File: src/rtl/mpoll_pkg.sv
package mpoll_pkg;

  typedef enum logic [1:0] {PH_IDLE, PH_MTX, PH_STD} phase_t;

  // Matrix side for a mode: 0 for all-standard, otherwise side-3+mode.
  function automatic int msize(input logic [1:0] m, input int side);
    return (m == 2'b00) ? 0 : side - 3 + int'(m);
  endfunction

  function automatic logic is_std(input logic [1:0] m, input int k, input int side);
    int n;
    n = msize(m, side);
    if (k < side) return (k >= n);
    return ((k - side) >= n);
  endfunction

  // First standard input with index >= start, or 2*side when none is left.
  function automatic int next_std(input logic [1:0] m, input int start, input int side);
    int res;
    res = 2 * side;
    for (int k = 2 * side - 1; k >= 0; k--) begin
      if (k >= start && is_std(m, k, side)) res = k;
    end
    return res;
  endfunction

endpackage

File: src/rtl/mpoll_timer.sv
module mpoll_timer #(
  parameter int ACT_W = 4
) (
  input  logic             clk,
  input  logic             rst,
  input  logic             run,
  input  logic [ACT_W-1:0] limit,
  output logic             strobe
);
  localparam int CW = ACT_W + 1;

  logic [CW-1:0] cnt;

  assign strobe = run && (cnt == ({1'b0, limit} + CW'(1)));

  always_ff @(posedge clk) begin
    if (rst || !run || strobe) cnt <= '0;
    else                       cnt <= cnt + CW'(1);
  end


  strobe_single_chk: assert property (@(posedge clk) disable iff (rst)
    strobe |=> !strobe);

endmodule

File: src/rtl/mpoll_sched.sv
module mpoll_sched
  import mpoll_pkg::*;
#(
  parameter int SIDE  = 6,
  parameter int ACT_W = 4,
  localparam int NIN  = 2 * SIDE,
  localparam int IW   = $clog2(SIDE),
  localparam int KW   = $clog2(NIN + 1)
) (
  input  logic             clk,
  input  logic             rst,
  input  logic             trigger_i,
  input  logic [1:0]       mode_i,
  input  logic [ACT_W-1:0] act_std_i,
  input  logic [ACT_W-1:0] act_mtx_i,
  output logic [NIN-1:0]   en_o,
  output logic             strobe_o,
  output logic             start_o,
  output logic             slot_mtx_o,
  output logic [IW-1:0]    row_o,
  output logic [IW-1:0]    col_o,
  output logic [KW-1:0]    k_o,
  output logic             pass_end_o
);
  phase_t        phase;
  logic          trig_q;
  logic [1:0]    mode_q;
  logic [IW-1:0] r, c;
  logic [KW-1:0] k;
  int            n, nk_after, first_std;
  logic          last_mtx, run;
  logic [ACT_W-1:0] limit;

  assign start_o   = trigger_i && !trig_q;
  assign n         = msize(mode_q, SIDE);
  assign nk_after  = next_std(mode_q, int'(k) + 1, SIDE);
  assign first_std = next_std(mode_q, 0, SIDE);
  assign last_mtx  = (int'(r) == n - 1) && (int'(c) == n - 1);
  assign run       = (phase != PH_IDLE);
  assign limit     = (phase == PH_MTX) ? act_mtx_i : act_std_i;

  mpoll_timer #(.ACT_W(ACT_W)) u_timer (
    .clk    (clk),
    .rst    (rst),
    .run    (run),
    .limit  (limit),
    .strobe (strobe_o)
  );

  always_ff @(posedge clk) begin
    if (rst) begin
      trig_q <= 1'b0;
      mode_q <= 2'b00;
      phase  <= PH_IDLE;
      r      <= '0;
      c      <= '0;
      k      <= '0;
    end else begin
      trig_q <= trigger_i;
      if (!trigger_i) begin
        phase <= PH_IDLE;
      end else if (start_o) begin
        mode_q <= mode_i;
        r      <= '0;
        c      <= '0;
        k      <= KW'(next_std(mode_i, 0, SIDE));
        phase  <= (msize(mode_i, SIDE) > 0) ? PH_MTX : PH_STD;
      end else if (strobe_o) begin
        unique case (phase)
          PH_MTX: begin
            if (last_mtx) begin
              r <= '0;
              c <= '0;
              if (first_std < NIN) begin
                phase <= PH_STD;
                k     <= KW'(first_std);
              end
            end else if (int'(c) == n - 1) begin
              c <= '0;
              r <= r + IW'(1);
            end else begin
              c <= c + IW'(1);
            end
          end
          PH_STD: begin
            if (nk_after < NIN) begin
              k <= KW'(nk_after);
            end else if (n > 0) begin
              phase <= PH_MTX;
              r     <= '0;
              c     <= '0;
            end else begin
              k <= KW'(first_std);
            end
          end
          default: phase <= PH_IDLE;
        endcase
      end
    end
  end

  always_comb begin
    en_o = '0;
    if (phase == PH_MTX) begin
      en_o[int'(r)]        = 1'b1;
      en_o[SIDE + int'(c)] = 1'b1;
    end else if (phase == PH_STD) begin
      en_o[int'(k)] = 1'b1;
    end
  end

  assign slot_mtx_o = (phase == PH_MTX);
  assign row_o      = r;
  assign col_o      = c;
  assign k_o        = k;
  assign pass_end_o = strobe_o && trigger_i &&
                      (((phase == PH_MTX) && last_mtx && (first_std >= NIN)) ||
                       ((phase == PH_STD) && (nk_after >= NIN)));


  idle_quiet_chk: assert property (@(posedge clk) disable iff (rst)
    !trigger_i |=> (en_o == '0) && !strobe_o);


  mode_hold_chk: assert property (@(posedge clk) disable iff (rst)
    (trig_q && trigger_i) |=> $stable(mode_q));


  mtx_first_chk: assert property (@(posedge clk) disable iff (rst)
    (phase == PH_MTX && $past(phase) == PH_STD) |-> $past(pass_end_o));

endmodule

File: src/rtl/mpoll_store.sv
module mpoll_store #(
  parameter int SIDE  = 6,
  localparam int NIN  = 2 * SIDE,
  localparam int NCMB = SIDE * SIDE,
  localparam int IW   = $clog2(SIDE),
  localparam int KW   = $clog2(NIN + 1)
) (
  input  logic            clk,
  input  logic            rst,
  input  logic            start,
  input  logic            sample,
  input  logic            slot_mtx,
  input  logic [IW-1:0]   row,
  input  logic [IW-1:0]   col,
  input  logic [KW-1:0]   k,
  input  logic            cmp,
  input  logic            pass_end,
  input  logic            stat_rd,
  output logic [NCMB-1:0] mtx_stat,
  output logic [NIN-1:0]  std_stat,
  output logic            ssc
);
  logic [NCMB-1:0] mtx_sh, mtx_nx;
  logic [NIN-1:0]  std_sh, std_nx;
  logic            first;
  logic            differs;

  always_comb begin
    mtx_nx = mtx_sh;
    std_nx = std_sh;
    if (sample) begin
      if (slot_mtx) mtx_nx[int'(row) * SIDE + int'(col)] = cmp;
      else          std_nx[int'(k)] = cmp;
    end
  end

  assign differs = (mtx_nx != mtx_stat) || (std_nx != std_stat);

  always_ff @(posedge clk) begin
    if (rst) begin
      mtx_sh   <= '0;
      std_sh   <= '0;
      mtx_stat <= '0;
      std_stat <= '0;
      first    <= 1'b0;
      ssc      <= 1'b0;
    end else begin
      if (start) begin
        first  <= 1'b1;
        mtx_sh <= '0;
        std_sh <= '0;
      end else if (pass_end) begin
        mtx_stat <= mtx_nx;
        std_stat <= std_nx;
        mtx_sh   <= '0;
        std_sh   <= '0;
        first    <= 1'b0;
      end else if (sample) begin
        mtx_sh <= mtx_nx;
        std_sh <= std_nx;
      end
      if (pass_end && (first || differs)) ssc <= 1'b1;
      else if (stat_rd)                   ssc <= 1'b0;
    end
  end


  clear_by_read_chk: assert property (@(posedge clk) disable iff (rst)
    $fell(ssc) |-> $past(stat_rd));


  raise_at_end_chk: assert property (@(posedge clk) disable iff (rst)
    $rose(ssc) |-> $past(pass_end));


  read_release_chk: assert property (@(posedge clk) disable iff (rst)
    (stat_rd && !pass_end) |=> !ssc);


  stat_hold_chk: assert property (@(posedge clk) disable iff (rst)
    !pass_end |=> ($stable(mtx_stat) && $stable(std_stat)));

endmodule

File: src/rtl/mpoll_top.sv
module mpoll_top #(
  parameter int SIDE  = 6,
  parameter int ACT_W = 4,
  localparam int NIN  = 2 * SIDE,
  localparam int NCMB = SIDE * SIDE
) (
  input  logic             clk,
  input  logic             rst,
  input  logic [1:0]       mode_i,
  input  logic             trigger_i,
  input  logic [ACT_W-1:0] act_std_i,
  input  logic [ACT_W-1:0] act_mtx_i,
  input  logic             stat_rd_i,
  input  logic             cmp_i,
  output logic [NIN-1:0]   en_o,
  output logic             strobe_o,
  output logic [NCMB-1:0]  mtx_stat_o,
  output logic [NIN-1:0]   std_stat_o,
  output logic             int_n_o,
  output logic             ssc_o
);
  localparam int IW = $clog2(SIDE);
  localparam int KW = $clog2(NIN + 1);

  logic          start, slot_mtx, pass_end;
  logic [IW-1:0] row, col;
  logic [KW-1:0] k;

  mpoll_sched #(.SIDE(SIDE), .ACT_W(ACT_W)) u_sched (
    .clk        (clk),
    .rst        (rst),
    .trigger_i  (trigger_i),
    .mode_i     (mode_i),
    .act_std_i  (act_std_i),
    .act_mtx_i  (act_mtx_i),
    .en_o       (en_o),
    .strobe_o   (strobe_o),
    .start_o    (start),
    .slot_mtx_o (slot_mtx),
    .row_o      (row),
    .col_o      (col),
    .k_o        (k),
    .pass_end_o (pass_end)
  );

  mpoll_store #(.SIDE(SIDE)) u_store (
    .clk      (clk),
    .rst      (rst),
    .start    (start),
    .sample   (strobe_o && trigger_i),
    .slot_mtx (slot_mtx),
    .row      (row),
    .col      (col),
    .k        (k),
    .cmp      (cmp_i),
    .pass_end (pass_end),
    .stat_rd  (stat_rd_i),
    .mtx_stat (mtx_stat_o),
    .std_stat (std_stat_o),
    .ssc      (ssc_o)
  );

  assign int_n_o = ~ssc_o;


  strobe_has_enable_chk: assert property (@(posedge clk) disable iff (rst)
    strobe_o |-> ($countones(en_o) == 1 || $countones(en_o) == 2));

endmodule

File: config.mk
export PLATFORM = sky130hd
export DESIGN_NAME = mpoll_top
export DESIGN_NICKNAME = d
export VERILOG_FILES = /design/src/rtl/mpoll_pkg.sv /design/src/rtl/mpoll_timer.sv /design/src/rtl/mpoll_sched.sv /design/src/rtl/mpoll_store.sv /design/src/rtl/mpoll_top.sv
export SDC_FILE = /design/constraint.sdc
export NUM_CORES = 1
export LEC_CHECK = 0
export ABC_AREA = 1
export BUFFER_PORTS_ARGS = -buffer_cell sky130_fd_sc_hd__buf_4
export CAP_MARGIN = 5
export CORE_MARGIN = 2
export CORE_UTILIZATION = 64
export CTS_CLUSTER_DIAMETER = 80
export DETAILED_ROUTE_END_ITERATION = 6
export GPL_ROUTABILITY_DRIVEN = 1
export GPL_TIMING_DRIVEN = 1
export HOLD_SLACK_MARGIN = 0.15
export PLACE_DENSITY = 0.83
export REMOVE_ABC_BUFFERS = 1
export SYNTH_ARGS = -nofsm -noshare
export SYNTH_HDL_FRONTEND = slang
export SYNTH_HIERARCHICAL = 1
export SYNTH_SLANG_ARGS = --single-unit
File: constraint.sdc
create_clock -name clk -period 7.1 [get_ports clk]
set_input_delay 0.71 -clock clk [delete_from_list [all_inputs] [get_ports clk]]
set_output_delay 0.71 -clock clk [all_outputs]
set_load 0.02 [all_outputs]
==> results of run 1 <==
[power by group through the flow]
stage	Combinational [mW]	Clock [mW]	Sequential, mW
after CTS	0.143	0.855	0.677
after detailed placement	0.142	0	0.690
after floorplan	0.101	0	0.687
after global placement	0.141	0	0.690
final	0.146	0.846	0.677
after global routing	0.160	0.888	0.677
[metrics by stage]
step / power, mW / instances
4_1_cts: 1.675 / 1330
3_5_place_dp: 0.8325 / 1299
6_report: 1.669 / 1330
5_1_grt: 1.726 / 1330
3_3_place_gp: 0.8312 / 1299
2_1_floorplan: 0.7889 / 1076
[routing by layer]
metal | GRT usage | share of wire | up-vias | wire [um]
met4 | 0.1301 | 0.027 | 0 | 537
met2 | 0.5257 | 0.47 | 294 | 9409
met3 | 0.07077 | 0.066 | 45 | 1316
li1 | - | - | 3701 | -
met1 | 0.4078 | 0.43 | 3435 | 8578
met5 | 0 | 0 | - | 0
[layout make-up]
class | count | area share
Timing Repair Buffer | 80 | 0.06926
Sequential cell | 118 | 0.2724
Tap cell | 143 | 0.02063
Clock inverter | 8 | 0.01126
Multi-Input combinational cell | 799 | 0.5007
Clock buffer | 23 | 0.05628
Inverter | 159 | 0.06941
[cell families (layout without fill, tap and decap cells)]
kind of cell,after synthesis,after routing
and+or+nand+nor,621,621
buffers and inverters,188,270
AOI/OAI and AO/OA,151,151
DFF,118,118
adders and majority gates,19,19
xor gates and xnor gates,8,8
[cells in the mapped netlist (9+ instances only)]
cell / n
nand2_4: 9
o22ai_1: 61
nand2_2: 28
nand4_1: 14
nand3_1: 87
nor2_2: 11
ha_1: 17
dfxtp_1: 118
o21ai_0: 20
inv_1: 142
nor2_1: 140
o21bai_4: 10
clkbuf_1: 19
inv_2: 16
a21oi_1: 20
nand2_1: 297
[registers in the layout (all words and copies together) (netlist names)]
register	flops
u_sched/col_o	3
u_sched/k_o	4
u_sched/mode_q	2
u_sched/phase	2
u_sched/row_o	3
u_sched/trig_q	1
u_sched/u_timer/cnt	5
u_store/first	1
u_store/mtx_sh	36
u_store/mtx_stat	36
u_store/ssc	1
u_store/std_sh	12
u_store/std_stat	12
[how the worst max path moves through the flow]
stage                     endpoint  slack (ps)  cells after the start
2_1_floorplan  u_store/mtx_stat[0]        2600                     15
3_3_place_gp           u_store/ssc        3310                     29
3_5_place_dp           u_store/ssc        3200                     29
4_1_cts                u_store/ssc        3100                     29
5_1_grt                u_store/ssc        2540                     29
6_report               u_store/ssc        3070                     29
==> flow_metrics.py, run 1 <==
metrics = {
    "hold_path": {
        "min_path_type": "reg2reg",
        "hold_depth": 1,
        "hp-start": "u_sched/u_timer/cnt[0]",
        "min_to": "u_sched/u_timer/cnt[0]",
    },
    "die": {
        "io_pins": 78,
        "chipWidth_um": 111.9,
        "initial_core_util": 0.6531,
        "chipHeight_um": 111.9,
        "core-area_um2": 11420,
        "num_rows": 39,
        "die_area_um2": 12530,
    },
    "final_layout": {
        "area_growth_pct": 16.28,
        "multi_input_area_um2": 4342,
        "n_fill_cell": 900,
        "layout_common_cells": "297 x nand2_1, 142 x inv_1, 140 x nor2_1, 118 x dfxtp_1, 85 x nand3_1",
        "final_common_cell": "nand2_1",
        "drive_gt1_frac": 0.1912,
        "fin_util": 0.7594,
        "area.sequential_um2": 2362,
        "nets": 1209,
        "fin_area_um2": 8671,
        "antenna_cells": 0,
    },
    "timing": {
        "holdWs_ps": 495.1,
        "clock_skew_ps": 5.363,
        "timing.final.crit_period_ps": 4031,
        "tightestPinTransition_ps": 1164,
        "fmax_ghz": 0.2481,
        "slew_headroom": 0.2237,
        "period_share": 0.5677,
        "setup-tns-final_ps": 0,
        "finalHoldViolCount": 0,
        "layout_setup_ws_ps": 3069,
        "maxSlewViolCount": 0,
        "grt_setup_unrepaired": "false",
        "setup_viol": 0,
    },
    "power": {
        "power.switching_uw": 411.7,
        "pwr-share-comb": 0.087,
        "clkPwrFrac": 0.507,
        "seq_power_share": 0.406,
        "p_leak_nw": 3.800,
        "power_density_nw_per_um2": 192.4,
        "vdd_ir_drop_max_v": 0.0002671,
        "internal_power_mw": 1.257,
        "p_sw_frac": 0.2467,
    },
    "cts": {
        "cts_max_path_buffers": 2,
        "cts_sinks": 118,
        "tritoncts": "done",
        "cts_hold_buffers": 0,
        "clk_pin_slew_worst_paths_ps": 50,
        "postCtsSetupBuffers": 0,
        "root_buffer": "clkbuf_16",
        "clock_latency_ps": 420,
        "htreeDepth": 4,
        "cts-buffers-inserted": 17,
        "postCtsResizedCells": 0,
    },
    "worst_setup_path": {
        "startpoint": "u_sched/phase[0]",
        "critPathSlowestCell": "nor3_1",
        "reg2reg_from": "u_sched/phase[0]",
        "critPathKind": "reg2reg",
        "required_ps": 7400,
        "cp-end-kind": "flop",
        "startpoint_type": "flop",
        "crit_path_max_incr_delay_ps": 390,
        "rrSetupSlack_ps": 3070,
        "cpLargestDelayFamily": "simple AND/OR/NAND/NOR gates",
        "worstReg2RegEnd": "u_store/ssc",
        "worstPathArrival_ps": 4330,
        "cp_num_buf_inv": 6,
        "cpMostUsedCell": "nand2_1",
        "crit_fanout": 17,
        "reg2reg_depth": 29,
    },
    "logic_synthesis": {
        "synth_seq_cells": 118,
        "syn_inst": 1105,
        "ys.flop_type": "dfxtp_1",
        "yosys_warnings": 6,
        "synth-seq-area-share": 0.3168,
        "yosys.area_share.simple": 0.3846,
        "synthXorXnorAreaFrac": 0.009396,
        "netlist.area_leader.share": 0.3168,
        "synthTopCellsByArea": "dfxtp_1 32%, nand2_1 15%, inv_1 7.1%",
        "synthAdderAreaFrac": 0.03389,
        "synth_top_family_by_area": "simple AND/OR/NAND/NOR gates",
        "synthArstFlopShare": 0,
        "synth_area_per_cell_um2": 6.749,
        "synth-compound-area-share": 0.1515,
        "synth_edf_count": 0,
        "netlist.top_cell.by_area": "dfxtp_1",
        "yosysUniqueCellTypes": 48,
        "synthMuxAreaShare": 0,
        "syn_area_um2": 7457,
    },
    "placement": {
        "hpwl_um": 13570,
        "dpl_cell_area_um2": 8085,
        "gp_congestion": 0.9508,
        "dp_slack_ps": 3200,
        "io_buffers": 77,
    },
    "outcome": {
        "status": "finished clean",
    },
    "routing": {
        "wirelength_um": 19840,
        "dr.first_iter.drc_count": 729,
        "drc_errors": 0,
        "drt_pass1_iterations": 5,
        "vias": 7475,
        "ant_nets": 0,
        "vias_per_cell": 5.620,
        "routedWlPerCell_um": 14.92,
    },
    "job": {
        "maxCapViolations": 0,
    },
    "global_routing": {
        "grt_pass1_vias": 7081,
        "antenna_found_initial": 0,
        "grtUsageTotal": 0.3192,
        "grt_pass1_wl_um": 32800,
        "grt_max_degree": 50,
        "grt-ovfl-total": 0,
    },
}
Note: power is estimated with default switching activity, not from simulation.
==> inputs of run 2 (changes only) <==
Settings changed: CORE_UTILIZATION 64 to 60, PLACE_DENSITY 0.83 to 0.78.
Clock period 7.1 ns to 3.8 ns, I/O delays scaled along.
==> run 2 against run 1 <==
Wire length up 2.7%. Clock-buffer cell count unchanged. Highest routed layer unchanged. First-iteration DRC count up 9.5%. Maximum frequency up 13%. Largest power group unchanged. Die area up 6.4%. Design area up 3.0%.
==> flow_metrics.py, run 2 (synthesis gave the netlist of run 1 again) <==
metrics = {
    "outcome": {
        "status": "finished clean",
    },
    "power": {
        "power_density_nw_per_um2": 353.8,
        "p_sw_frac": 0.2479,
        "power_mw": 3.160,
        "power.switching_uw": 783.2,
        "pwr-share-comb": 0.095,
        "seq_power_share": 0.399,
        "vdd_ir_drop_max_v": 0.0002627,
        "clkPwrFrac": 0.507,
        "p_leak_nw": 3.905,
        "internal_power_mw": 2.377,
    },
    "placement": {
        "io_buffers": 77,
        "gp_congestion": 0.9323,
        "dpl_cell_area_um2": 8217,
        "dp_slack_ps": -5.572,
        "hpwl_um": 14140,
        "post-place-cells": 1334,
    },
    "die": {
        "num_rows": 40,
        "io_pins": 78,
        "core-area_um2": 12060,
        "initial_core_util": 0.6183,
        "die_area_um2": 13340,
        "chipWidth_um": 115.5,
        "chipHeight_um": 115.5,
    },
    "final_layout": {
        "area_growth_pct": 19.75,
        "n_fill_cell": 979,
        "nets": 1220,
        "fin_util": 0.7404,
        "final_common_cell": "nand2_1",
        "multi_input_area_um2": 4451,
        "antenna_cells": 0,
        "layout_common_cells": "292 x nand2_1, 140 x inv_1, 133 x nor2_1, 118 x dfxtp_1, 88 x buf_4",
        "top_regs": "u_store/mtx_sh: 36 flops, u_store/mtx_stat: 36 flops",
        "fin_area_um2": 8930,
        "drive_gt1_frac": 0.2164,
        "area.sequential_um2": 2362,
        "final_cells": 1365,
    },
    "worst_setup_path": {
        "startpoint_type": "flop",
        "critPathKind": "reg2reg",
        "worstPathArrival_ps": 3860,
        "critPathSlowestCell": "dfxtp_1",
        "cp-end-kind": "flop",
        "crit_fanout": 8,
        "crit_path_max_incr_delay_ps": 340,
        "required_ps": 4110,
        "cpMostUsedCell": "nand2_1",
    },
    "routing": {
        "dr.first_iter.drc_count": 798,
        "drc_errors": 0,
        "routedWlPerCell_um": 14.92,
        "vias_per_cell": 5.417,
        "vias": 7394,
        "drt_pass1_iterations": 7,
        "wirelength_um": 20370,
        "ant_nets": 0,
    },
    "cts": {
        "cts_hold_buffers": 0,
        "htreeDepth": 4,
        "cts-buffers-inserted": 17,
        "cts_sinks": 118,
        "root_buffer": "clkbuf_16",
        "tritoncts": "done",
        "clock_latency_ps": 420,
        "cts_max_path_buffers": 2,
        "clk_pin_slew_worst_paths_ps": 50,
    },
    "timing": {
        "holdWs_ps": 235.4,
        "finalHoldViolCount": 0,
        "period_share": 0.9359,
        "tightestPinTransition_ps": 747.2,
        "setup_viol": 0,
        "fmax_ghz": 0.2812,
        "timing.final.crit_period_ps": 3556,
        "setup-tns-final_ps": 0,
        "maxSlewViolCount": 0,
        "slew_headroom": 0.5013,
        "layout_setup_ws_ps": 243.6,
        "clock_skew_ps": 9.254,
    },
    "global_routing": {
        "grtUsageTotal": 0.3118,
        "antenna_found_initial": 0,
        "grt-ovfl-total": 0,
        "grt_pass1_wl_um": 32730,
        "grt_pass1_vias": 6890,
        "grt_max_degree": 50,
    },
    "job": {
        "maxCapViolations": 0,
    },
    "hold_path": {
        "min_path_type": "in2reg",
    },
}
run 2: repair_timing:
item	in CTS	in global routing
pin swaps	0	5
cloned	0	0
gates resized for setup	2	28
buffers inserted	0	1
setup endpoints to repair	1	1
run 2: worst paths after layout:
kind | from | endpoint | slack (ps) | cells after the start
worst max-delay path | u_sched/phase[0] | u_store/ssc | 240 | 28
worst min-delay path | rst | u_sched/mode_q[1] | 240 | 2
worst max register to register | u_sched/phase[0] | u_store/ssc | 240 | 28
worst min register to register | u_sched/u_timer/cnt[0] | u_sched/u_timer/cnt[0] | 500 | 1
run 2: layer usage:
metal	track usage	vias to the layer above	part of all wire
met5	0	-	0
met4	0.08755	0	0.011
met3	0.07636	18	0.070
met2	0.5173	279	0.48
met1	0.4055	3371	0.44
li1	-	3726	-
run 2: worst max-delay path, delay by kind of cell, from the launching register on:
family	cells	cell delay, ps
buffers and inverters	5	520
AND/OR/NAND/NOR	19	2030
AO/OA/AOI/OAI	3	350
adder cells (fa/ha/maj)	1	210
flip-flops	1	340
run 2: power groups by stage:
stage / clock [mW] / sequential (mW) / combinational, mW
after global placement: 0 / 1.29 / 0.280
after detailed placement: 0 / 1.29 / 0.282
final: 1.60 / 1.26 / 0.299
after CTS: 1.61 / 1.26 / 0.285
after floorplan: 0 / 1.28 / 0.190
after global routing: 1.66 / 1.26 / 0.328
run 2: layout make-up:
type                            count  area share
Multi-Input combinational cell    799      0.4984
Clock buffer                       23     0.05577
Inverter                          159     0.06740
Tap cell                          168     0.02354
Timing Repair Buffer               91     0.07973
Clock inverter                      7     0.01065
Sequential cell                   118      0.2645
==> inputs of run 3 (changes only) <==
Settings changed: RECOVER_POWER set to 25.
==> run 3 against run 2 <==
Hold slack got worse by 0.78 ps. Combinational power about the same. Clock-buffer cell count unchanged. Worst setup slack improved by 57 ps. Flip-flop and latch count unchanged. Critical endpoint unchanged. Utilization decreased by 1.4 points.
==> flow_metrics.py, run 3 (synthesis gave the netlist of run 1 again) <==
metrics = {
    "worst_setup_path": {
        "required_ps": 4100,
        "cp-end-kind": "flop",
        "startpoint_type": "flop",
        "critPathKind": "reg2reg",
        "critPathSlowestCell": "dfxtp_1",
        "crit_path_max_incr_delay_ps": 340,
        "cpMostUsedCell": "nand2_1",
        "crit_fanout": 8,
        "worstPathArrival_ps": 3800,
    },
    "power": {
        "p_sw_frac": 0.2473,
        "power_mw": 3.158,
        "p_leak_nw": 3.717,
        "internal_power_mw": 2.377,
        "power_density_nw_per_um2": 360.3,
        "power.switching_uw": 781.0,
        "seq_power_share": 0.399,
        "pwr-share-comb": 0.095,
        "clkPwrFrac": 0.506,
        "vdd_ir_drop_max_v": 0.0002722,
    },
    "placement": {
        "hpwl_um": 14140,
        "dpl_cell_area_um2": 8217,
        "gp_congestion": 0.9323,
        "dp_slack_ps": -5.572,
        "io_buffers": 77,
        "post-place-cells": 1334,
    },
    "routing": {
        "drt_pass1_iterations": 6,
        "routedWlPerCell_um": 14.92,
        "dr.first_iter.drc_count": 707,
        "wirelength_um": 20360,
        "drc_errors": 0,
        "ant_nets": 0,
        "vias": 7430,
        "vias_per_cell": 5.443,
    },
    "die": {
        "io_pins": 78,
        "chipWidth_um": 115.5,
        "chipHeight_um": 115.5,
        "num_rows": 40,
        "die_area_um2": 13340,
        "initial_core_util": 0.6183,
        "core-area_um2": 12060,
    },
    "cts": {
        "cts_sinks": 118,
        "cts-buffers-inserted": 17,
        "htreeDepth": 4,
        "tritoncts": "done",
        "cts_hold_buffers": 0,
        "root_buffer": "clkbuf_16",
        "cts_max_path_buffers": 2,
        "clk_pin_slew_worst_paths_ps": 50,
        "clock_latency_ps": 420,
    },
    "global_routing": {
        "grt_pass1_vias": 6890,
        "top_usage_layer": "met2",
        "antenna_found_initial": 0,
        "grtUsageTotal": 0.3118,
        "grt_pass1_wl_um": 32730,
        "grt_max_degree": 50,
        "grt-ovfl-total": 0,
        "use_met2": 0.5173,
        "grtUsageMet3": 0.07636,
        "grt_use_met1": 0.4055,
    },
    "final_layout": {
        "area_growth_pct": 17.53,
        "nets": 1220,
        "layout_common_cells": "292 x nand2_1, 140 x inv_1, 133 x nor2_1, 118 x dfxtp_1, 84 x nand3_1",
        "top_regs": "u_store/mtx_sh: 36 flops, u_store/mtx_stat: 36 flops",
        "fin_util": 0.7267,
        "final_cells": 1365,
        "final_common_cell": "nand2_1",
        "fin_area_um2": 8765,
        "drive_gt1_frac": 0.1796,
        "antenna_cells": 0,
    },
    "timing": {
        "slew_headroom": 0.4932,
        "finalHoldViolCount": 0,
        "setup-tns-final_ps": 0,
        "layout_setup_ws_ps": 300.7,
        "fmax_ghz": 0.2858,
        "period_share": 0.9209,
        "timing.final.crit_period_ps": 3499,
        "maxSlewViolCount": 0,
        "tightestPinTransition_ps": 759.4,
        "holdWs_ps": 234.6,
        "clock_skew_ps": 7.978,
        "setup_viol": 0,
    },
    "job": {
        "maxCapViolations": 0,
    },
    "outcome": {
        "status": "finished clean",
    },
    "hold_path": {
        "min_path_type": "in2reg",
    },
}
[run 3: repair_timing]
item,CTS,global route
buffers inserted,0,1
endpoints found under the setup margin,1,1
resized for setup,2,28
pin swaps,0,5
gates cloned,0,0
[run 3: path summary, 6_finish.rpt]
| check | slack [ps] | end | startpoint | cells after the start |
|---|---|---|---|---|
| max | 300 | u_store/ssc | u_sched/phase[0] | 28 |
| min | 230 | u_store/ssc | rst | 2 |
| max reg2reg | 300 | u_store/ssc | u_sched/phase[0] | 28 |
| min reg2reg | 500 | u_sched/u_timer/cnt[0] | u_sched/u_timer/cnt[0] | 1 |
[run 3: layer usage]
layer,wire [um],part of all wire,vias to the layer above
met4,260,0.013,0
met3,1454,0.071,20
met1,8993,0.44,3397
met2,9654,0.47,283
li1,-,-,3730
met5,0,0,-
[run 3: power by group through the flow]
stage / combinational (mW) / clock (mW) / sequential (mW)
6_report: 0.300 / 1.60 / 1.26
5_1_grt: 0.328 / 1.66 / 1.26
4_1_cts: 0.285 / 1.61 / 1.26
3_5_place_dp: 0.282 / 0 / 1.29
3_3_place_gp: 0.280 / 0 / 1.29
2_1_floorplan: 0.190 / 0 / 1.28
[run 3: area by class of cell]
type	count	area, um2
repair buffers	91	546.8
fillers	1036	3297
well taps	168	210.2
inverters	159	601.8
clock buffers	23	498.0
clock inverters	7	95.09
multi-input cells	799	4451
flip-flops and latches	118	2362
[run 3: critical path, delay by kind of cell (launching register included)]
family	cells	cell delay, ps
AND/OR/NAND/NOR	19	1990
buffers and inverters	5	520
adder cells (fa/ha/maj)	1	210
AO/OA/AOI/OAI	3	350
flip-flops	1	340
